`config.mk`:
```
export PLATFORM = sky130hd
export DESIGN_NAME = dup_recompute_alu
export DESIGN_NICKNAME = d
export VERILOG_FILES = /design/src/rtl/dra_pkg.sv /design/src/rtl/dra_core.sv /design/src/rtl/dra_datapath.sv /design/src/rtl/dra_control.sv /design/src/rtl/dup_recompute_alu.sv
export SDC_FILE = /design/constraint.sdc
export NUM_CORES = 1
export LEC_CHECK = 0
export BUFFER_PORTS_ARGS = -buffer_cell sky130_fd_sc_hd__buf_2
export CORE_AREA = 5 5 133 135
export CTS_BUF_LIST = sky130_fd_sc_hd__clkbuf_8
export DETAILED_ROUTE_END_ITERATION = 16
export DIE_AREA = 0 0 138 140
export PLACE_DENSITY_LB_ADDON = 0.1
export SLEW_MARGIN = 20
export SYNTH_ARGS = -nofsm -noshare
export SYNTH_HDL_FRONTEND = slang
export SYNTH_HIERARCHICAL = 1
export SYNTH_SLANG_ARGS = --single-unit
```
`constraint.sdc`:
```
create_clock -name clk -period 7.49 [get_ports clk]
set_input_delay 1.8725 -clock clk [delete_from_list [all_inputs] [get_ports clk]]
set_output_delay 1.8725 -clock clk [all_outputs]
set_load 0.02 [all_outputs]
```
`src/rtl/dra_pkg.sv`:
```
package dra_pkg;

  localparam logic [2:0] OP_ADD = 3'd0;
  localparam logic [2:0] OP_SUB = 3'd1;
  localparam logic [2:0] OP_AND = 3'd2;
  localparam logic [2:0] OP_OR  = 3'd3;
  localparam logic [2:0] OP_XOR = 3'd4;

  localparam logic [1:0] FM_ZERO = 2'b01;
  localparam logic [1:0] FM_ONE  = 2'b10;

  localparam logic [1:0] FC_NONE  = 2'b00;
  localparam logic [1:0] FC_A     = 2'b01;
  localparam logic [1:0] FC_B     = 2'b10;
  localparam logic [1:0] FC_UNRES = 2'b11;

  typedef enum logic [1:0] {
    ST_IDLE  = 2'd0,
    ST_EVAL  = 2'd1,
    ST_CHECK = 2'd2
  } state_e;

  // strobes from control to datapath
  typedef struct packed {
    logic loadOps;
    logic shiftSel;
    logic holdResults;
    logic emitDirect;
    logic emitChecked;
  } dpCtrl_t;

endpackage

```
`src/rtl/dra_core.sv`:
```
// One copy of the combinational ALU with a test fault selector on its output.
module dra_core
  import dra_pkg::*;
#(
  parameter int CORE_W = 10,
  localparam int SEL_W = $clog2(CORE_W)
) (
  input  logic [CORE_W-1:0] x,
  input  logic [CORE_W-1:0] y,
  input  logic [2:0]        op,
  input  logic [1:0]        faultMode,
  input  logic [SEL_W-1:0]  faultSel,
  output logic [CORE_W-1:0] z
);

  logic [CORE_W-1:0] trueVal;

  always_comb begin
    case (op)
      OP_ADD:  trueVal = x + y;
      OP_SUB:  trueVal = x - y;
      OP_AND:  trueVal = x & y;
      OP_OR:   trueVal = x | y;
      OP_XOR:  trueVal = x ^ y;
      default: trueVal = '0;
    endcase
  end

  logic forceOn;
  logic forceVal;
  assign forceOn  = (faultMode == FM_ZERO) || (faultMode == FM_ONE);
  assign forceVal = (faultMode == FM_ONE);

  for (genvar i = 0; i < CORE_W; i++) begin : g_bit
    logic hit;
    assign hit  = forceOn && (faultSel == SEL_W'(i));
    assign z[i] = hit ? forceVal : trueVal[i];
  end

endmodule

```
`src/rtl/dra_datapath.sv`:
```
module dra_datapath
  import dra_pkg::*;
#(
  parameter int DATA_W = 8,
  localparam int RES_W  = DATA_W + 1,
  localparam int CORE_W = DATA_W + 2,
  localparam int SEL_W  = $clog2(CORE_W),
  localparam int COPIES = 2
) (
  input  logic              clk,
  input  logic              rst,
  input  dpCtrl_t           ctrl,
  input  logic [DATA_W-1:0] inA,
  input  logic [DATA_W-1:0] inB,
  input  logic [2:0]        inOp,
  input  logic [1:0]        faultModeA,
  input  logic [SEL_W-1:0]  faultSelA,
  input  logic [1:0]        faultModeB,
  input  logic [SEL_W-1:0]  faultSelB,
  output logic              copiesAgree,
  output logic              resValid,
  output logic [RES_W-1:0]  result,
  output logic              errDetected,
  output logic [1:0]        faultCopy,
  output logic              uncorrectable
);

  logic [DATA_W-1:0] regA, regB;
  logic [2:0]        regOp;
  logic [RES_W-1:0]  heldA, heldB;

  logic [CORE_W-1:0] opX, opY;
  assign opX = ctrl.shiftSel ? {1'b0, regA, 1'b0} : {2'b00, regA};
  assign opY = ctrl.shiftSel ? {1'b0, regB, 1'b0} : {2'b00, regB};

  logic [1:0]        fMode [COPIES];
  logic [SEL_W-1:0]  fSel  [COPIES];
  logic [CORE_W-1:0] raw   [COPIES];

  assign fMode[0] = faultModeA;
  assign fMode[1] = faultModeB;
  assign fSel[0]  = faultSelA;
  assign fSel[1]  = faultSelB;

  for (genvar g = 0; g < COPIES; g++) begin : g_copy
    dra_core #(.CORE_W(CORE_W)) u_core (
      .x(opX),
      .y(opY),
      .op(regOp),
      .faultMode(fMode[g]),
      .faultSel(fSel[g]),
      .z(raw[g])
    );
  end

  logic passA, passB;
  assign copiesAgree = (raw[0][RES_W-1:0] == raw[1][RES_W-1:0]);
  assign passA = (raw[0][RES_W:1] == heldA);
  assign passB = (raw[1][RES_W:1] == heldB);

  always_ff @(posedge clk) begin
    if (rst) begin
      regA          <= '0;
      regB          <= '0;
      regOp         <= '0;
      heldA         <= '0;
      heldB         <= '0;
      resValid      <= 1'b0;
      result        <= '0;
      errDetected   <= 1'b0;
      faultCopy     <= FC_NONE;
      uncorrectable <= 1'b0;
    end else begin
      resValid <= ctrl.emitDirect | ctrl.emitChecked;
      if (ctrl.loadOps) begin
        regA  <= inA;
        regB  <= inB;
        regOp <= inOp;
      end
      if (ctrl.holdResults) begin
        heldA <= raw[0][RES_W-1:0];
        heldB <= raw[1][RES_W-1:0];
      end
      if (ctrl.emitDirect) begin
        result        <= raw[0][RES_W-1:0];
        errDetected   <= 1'b0;
        faultCopy     <= FC_NONE;
        uncorrectable <= 1'b0;
      end else if (ctrl.emitChecked) begin
        errDetected <= 1'b1;
        if (passA && !passB) begin
          result        <= heldA;
          faultCopy     <= FC_B;
          uncorrectable <= 1'b0;
        end else if (!passA && passB) begin
          result        <= heldB;
          faultCopy     <= FC_A;
          uncorrectable <= 1'b0;
        end else begin
          result        <= heldA;
          faultCopy     <= FC_UNRES;
          uncorrectable <= 1'b1;
        end
      end
    end
  end

endmodule

```
`src/rtl/dra_control.sv`:
```
module dra_control
  import dra_pkg::*;
(
  input  logic    clk,
  input  logic    rst,
  input  logic    inValid,
  input  logic    copiesAgree,
  output logic    inReady,
  output dpCtrl_t ctrl
);

  state_e st, stNext;

  always_ff @(posedge clk) begin
    if (rst) st <= ST_IDLE;
    else     st <= stNext;
  end

  always_comb begin
    stNext  = st;
    ctrl    = '0;
    inReady = 1'b0;
    case (st)
      ST_IDLE: begin
        inReady = 1'b1;
        if (inValid) begin
          ctrl.loadOps = 1'b1;
          stNext       = ST_EVAL;
        end
      end
      ST_EVAL: begin
        if (copiesAgree) begin
          ctrl.emitDirect = 1'b1;
          stNext          = ST_IDLE;
        end else begin
          ctrl.holdResults = 1'b1;
          stNext           = ST_CHECK;
        end
      end
      ST_CHECK: begin
        ctrl.shiftSel    = 1'b1;
        ctrl.emitChecked = 1'b1;
        stNext           = ST_IDLE;
      end
      default: stNext = ST_IDLE;
    endcase
  end

endmodule

```
`src/rtl/dup_recompute_alu.sv`:
```
module dup_recompute_alu
  import dra_pkg::*;
#(
  parameter int DATA_W = 8,
  localparam int RES_W  = DATA_W + 1,
  localparam int SEL_W  = $clog2(DATA_W + 2)
) (
  input  logic              clk,
  input  logic              rst,
  input  logic              inValid,
  output logic              inReady,
  input  logic [DATA_W-1:0] opA,
  input  logic [DATA_W-1:0] opB,
  input  logic [2:0]        opCode,
  input  logic [1:0]        faultModeA,
  input  logic [SEL_W-1:0]  faultSelA,
  input  logic [1:0]        faultModeB,
  input  logic [SEL_W-1:0]  faultSelB,
  output logic              resValid,
  output logic [RES_W-1:0]  result,
  output logic              errDetected,
  output logic [1:0]        faultCopy,
  output logic              uncorrectable
);

  dpCtrl_t ctrl;
  logic    copiesAgree;

  dra_control u_control (
    .clk(clk),
    .rst(rst),
    .inValid(inValid),
    .copiesAgree(copiesAgree),
    .inReady(inReady),
    .ctrl(ctrl)
  );

  dra_datapath #(.DATA_W(DATA_W)) u_datapath (
    .clk(clk),
    .rst(rst),
    .ctrl(ctrl),
    .inA(opA),
    .inB(opB),
    .inOp(opCode),
    .faultModeA(faultModeA),
    .faultSelA(faultSelA),
    .faultModeB(faultModeB),
    .faultSelB(faultSelB),
    .copiesAgree(copiesAgree),
    .resValid(resValid),
    .result(result),
    .errDetected(errDetected),
    .faultCopy(faultCopy),
    .uncorrectable(uncorrectable)
  );

endmodule

```
==> run summary <==
The run finished with clean final reports. The post-cts repair resize count came out at 0. Detailed placement finished with a half-perimeter wire length of 12.9 mm.

The x dimension of the die came out at ~140 um. The antenna diode count is 0. The worst-case register-to-register setup slack came out at between 1 and 1.5 ns. The maximum number of pins on one net before global-route repair is slightly above 50. The static power due to leakage came out at 2.67 nW. After filler insertion, the fill cell instance count of the layout stands at between 1500 and 2000. The maximum count of clock buffers along a single path came out at 2. The root buffer cell chosen for the clock tree is sky130_fd_sc_hd__clkbuf_8. In the final routed layout, each cell accounts on average for about 18 um.

Yosys attributes the largest share of cell area to sky130_fd_sc_hd__dfxtp_1 19%, sky130_fd_sc_hd__ha_1 14%, sky130_fd_sc_hd__mux2i_1 9.8%, sky130_fd_sc_hd__nor2_1 6.0%, sky130_fd_sc_hd__xnor2_1 4.7%. The clock network accounts for 15.0% of the total power. The worst-case reg-to-reg path depth is 17. The share of power burned in registers is 27.9%. The pre-CTS setup slack is around 1.3 ns. STA classifies the critical path endpoint as a flip-flop. The normalized max-slew margin is about 27%.

The switching part of the total is about 45%. Summed over all layers, the routed wires come to 16.6 mm. The largest clock skew in the final design came out at between 0.015 and 0.02 ns. The critical path is of the reg2reg type. The highest clock frequency the design can meet came out at about 160 MHz.

STA classifies the critical path startpoint as a flip-flop. The hold violation total from the final report is 0. The number of global-route vias before repair came out at 4846. The cell internal power dissipation is ~0.64 mW.

The I/O pin count came out at 49. The clock transition at the register clock pins on the worst setup and hold paths after CTS is about 0.10 ns. The final critical path takes up between 80 and 90% of the cycle.

In this run the cell area of the synthesized design comes to ~5600 um^2. The final number of setup-violating endpoints came out at 0. The iteration count of the initial detailed-routing pass is 5. The routability congestion estimate from global placement is 0.865. The post-synthesis register bit count came out at between 50 and 60.

The portion of synthesized cell area occupied by the leading cell type came out at 18.9%. The proportion of power drawn by combinational gates came out at 57.1%. The shortest clock period the worst path allows after layout came out at 6.28 ns. The global route total overflow is 0. The number of buffer cells added on primary ports is 48. The first global-routing pass estimated approximately 27 mm of wire. The die covers around 19000 um^2. IR analysis of the VDD net gives a maximum drop of 0.0848 mV. The initial antenna violation count is 0.

By count the netlist is led by 90 x sky130_fd_sc_hd__nor2_1, 64 x sky130_fd_sc_hd__ha_1, 55 x sky130_fd_sc_hd__mux2i_1. The post-detailed-route DRC marker count is 0. The portion of the post-synthesis area used by sequential elements came out at between 10% and 20%. The number of levels in the clock H-tree came out at 2. The data arrival at the endpoint of the critical path is between 6 and 7 ns. After the first detailed-routing iteration, the DRC count stood at roughly 250.

The number of nets at the end of the flow is 819. The post-route netlist has approximately an eighth of its cells at a drive strength greater than 1. The average cell area after synthesis came out at just over 8 um^2.

The number of buffers created by CTS is 5. The global-route total usage across every layer is 17.1%. Yosys mapped a number of flops with a built-in enable equal to 0. At the worst endpoint, the required time is ~7.7 ns. The maximum fanout encountered on the critical timing path is 35.

By instance count, the leading cell after synthesis is sky130_fd_sc_hd__nor2_1. The total of warnings raised by yosys came out at 6. The worst-case setup margin in the final layout came out at around 1.2 ns. The number of buffers inserted by post-CTS setup repair came out at 0. At the pin with the least slew margin, the transition time is approximately 1.1 ns. The die is roughly 140 um tall. The min-delay analysis places its worst path in the category reg2reg. The clock net sink count is 53. The via count came out at between 4000 and 5000. The final count of pins violating max slew is 0. The instance count along the most critical hold path is 2. The fraction of registers with async set/reset came out at 0%. Max-cap violations in this run came to 0. After detailed routing, the number of vias per cell comes to about 5.2. The initialized floorplan defines 47 standard-cell rows.

From synthesis to final layout, the design area changed by 9.21%. Once the floorplan was initialized, standard cells occupied around 34% of the core. The post-cts hold buffer count came out at 0. In the final timing run, aggregate negative setup slack is 0 ns.

The netlist uses 73 different library cells. The power density over the cells came out at 190 nW/um^2. The remaining antenna violation count after routing came out at 0.

Summed over all nets, the switching power comes to between 0.5 and 0.6 mW. In this run the standard cell core region covers 16300 um^2. TritonCTS built the clock tree. The number of instances in the synthesized netlist is between 600 and 700.

The clock latency on the worst-skew pair is 0.33 ns. Setup repair after global routing left no endpoint under its margin. Among all flip-flop cells after synthesis, the most frequent one is sky130_fd_sc_hd__dfxtp_1. sky130_fd_sc_hd__dfxtp_1 takes more of the synthesized area than any other cell.
## kinds of logic after synthesis
family	synth area share [%]
XOR/XNOR	8.41
AO/OA/AOI/OAI	16.9
adder cells (fa/ha/maj)	15.0
other	0.0669
multiplexers	13.0
AND/OR/NAND/NOR	20.6
buffers and inverters	7.16
flip-flops	18.9
## metrics by stage
| step | hold slack (ns) | cells | cell area (um^2) | total power [mW] | utilization [%] |
|---|---|---|---|---|---|
| after floorplan | 0.467 | 688 | 5650 | 0.830 | - |
| after global placement | 0.452 | 932 | 6030 | 0.985 | 36.9 |
| after detailed placement | 0.461 | 932 | 6030 | 0.989 | 36.9 |
| after CTS | 0.481 | 940 | 6120 | 1.17 | 37.4 |
| after global routing | 0.529 | 940 | 6130 | 1.26 | 37.5 |
| final | 0.478 | 940 | 6130 | 1.17 | 37.5 |
## routing by layer
layer  global-route usage, %  share of wire [%]  vias up
li1                        -                  -     2457
met1                    24.5                 50     2353
met2                    27.2                 44      100
met3                    2.25                3.6       18
met4                    4.42                1.7        0
met5                       0                  0        -
## cell type report
cell class	count	area [um^2]	area share, %
Tap cell	220	275	4.49
Inverter	55	221	3.62
Clock inverter	3	18.8	0.306
Sequential cell	53	1060	17.3
Timing Repair Buffer	53	278	4.53
Multi-Input combinational cell	551	4200	68.6
Clock buffer	5	68.8	1.12
## flip-flops by register name (all words and copies together), names as in the netlist
| signal | flops |
|---|---|
| u_datapath/regA | 8 |
| u_datapath/faultCopy | 2 |
| u_control/st | 2 |
| u_datapath/result | 9 |
| u_datapath/regOp | 3 |
| u_datapath/heldB | 9 |
| u_datapath/regB | 8 |
| u_datapath/heldA | 9 |
| u_datapath/errDetected | 1 |
| u_datapath/uncorrectable | 1 |
| u_datapath/resValid | 1 |
## critical path, cell delays in order (launching register included)
cell	delay, ns
sky130_fd_sc_hd__dfxtp_1	0.46
sky130_fd_sc_hd__and2b_2	0.66
sky130_fd_sc_hd__mux2_1	0.66
sky130_fd_sc_hd__nor4_4	0.45
sky130_fd_sc_hd__a21oi_1	0.14
sky130_fd_sc_hd__xnor2_1	0.15
sky130_fd_sc_hd__ha_1	0.37
sky130_fd_sc_hd__a2111o_1	0.40
sky130_fd_sc_hd__o21ai_0	0.20
sky130_fd_sc_hd__xor2_1	0.10
sky130_fd_sc_hd__o21ai_0	0.59
sky130_fd_sc_hd__xor2_1	0.16
sky130_fd_sc_hd__nor4_2	0.34
sky130_fd_sc_hd__nand4_1	0.19
sky130_fd_sc_hd__ha_1	0.34
sky130_fd_sc_hd__nand2b_1	0.40
sky130_fd_sc_hd__a211oi_1	0.34
sky130_fd_sc_hd__o32ai_1	0.12
## worst paths after layout
kind	start	endpoint
min reg2reg	u_datapath/errDetected	u_datapath/errDetected
max reg2reg	u_control/st[1]	u_datapath/result[6]
min	u_datapath/errDetected	u_datapath/errDetected
max	u_control/st[1]	u_datapath/result[6]
## placed cells by master, fill, tap and decap left out, types with 4 or more instances in the layout
master,count
sky130_fd_sc_hd__nor2_1,90
sky130_fd_sc_hd__o32ai_2,4
sky130_fd_sc_hd__mux2_1,14
sky130_fd_sc_hd__nand4_1,5
sky130_fd_sc_hd__a31oi_1,10
sky130_fd_sc_hd__ha_1,64
sky130_fd_sc_hd__mux2i_1,55
sky130_fd_sc_hd__clkbuf_8,5
sky130_fd_sc_hd__o21a_1,5
sky130_fd_sc_hd__nor4bb_1,4
sky130_fd_sc_hd__buf_2,48
sky130_fd_sc_hd__dfxtp_1,53
sky130_fd_sc_hd__conb_1,12
sky130_fd_sc_hd__xnor2_1,30
sky130_fd_sc_hd__nand3_1,8
sky130_fd_sc_hd__o32ai_1,6
sky130_fd_sc_hd__nand2_1,44
sky130_fd_sc_hd__a21oi_1,36
sky130_fd_sc_hd__a211oi_2,4
sky130_fd_sc_hd__nand2b_1,6
sky130_fd_sc_hd__o21ai_0,15
sky130_fd_sc_hd__xor2_1,22
sky130_fd_sc_hd__buf_4,5
sky130_fd_sc_hd__o31ai_1,5
sky130_fd_sc_hd__a221oi_1,4
sky130_fd_sc_hd__nor2b_1,11
sky130_fd_sc_hd__and3b_1,9
sky130_fd_sc_hd__a211oi_1,11
sky130_fd_sc_hd__nor3_1,9
sky130_fd_sc_hd__o211ai_1,5
sky130_fd_sc_hd__inv_1,52
sky130_fd_sc_hd__nor3b_2,4
## power groups by stage
stage | clock, mW | sequential (mW) | combinational (mW)
floorplan | 0 | 0.328 | 0.502
global placement | 0 | 0.332 | 0.653
detailed placement | 0 | 0.332 | 0.657
CTS | 0.181 | 0.326 | 0.664
global route | 0.190 | 0.328 | 0.739
finish | 0.175 | 0.326 | 0.666
Note: power is estimated with default switching activity, not from simulation.
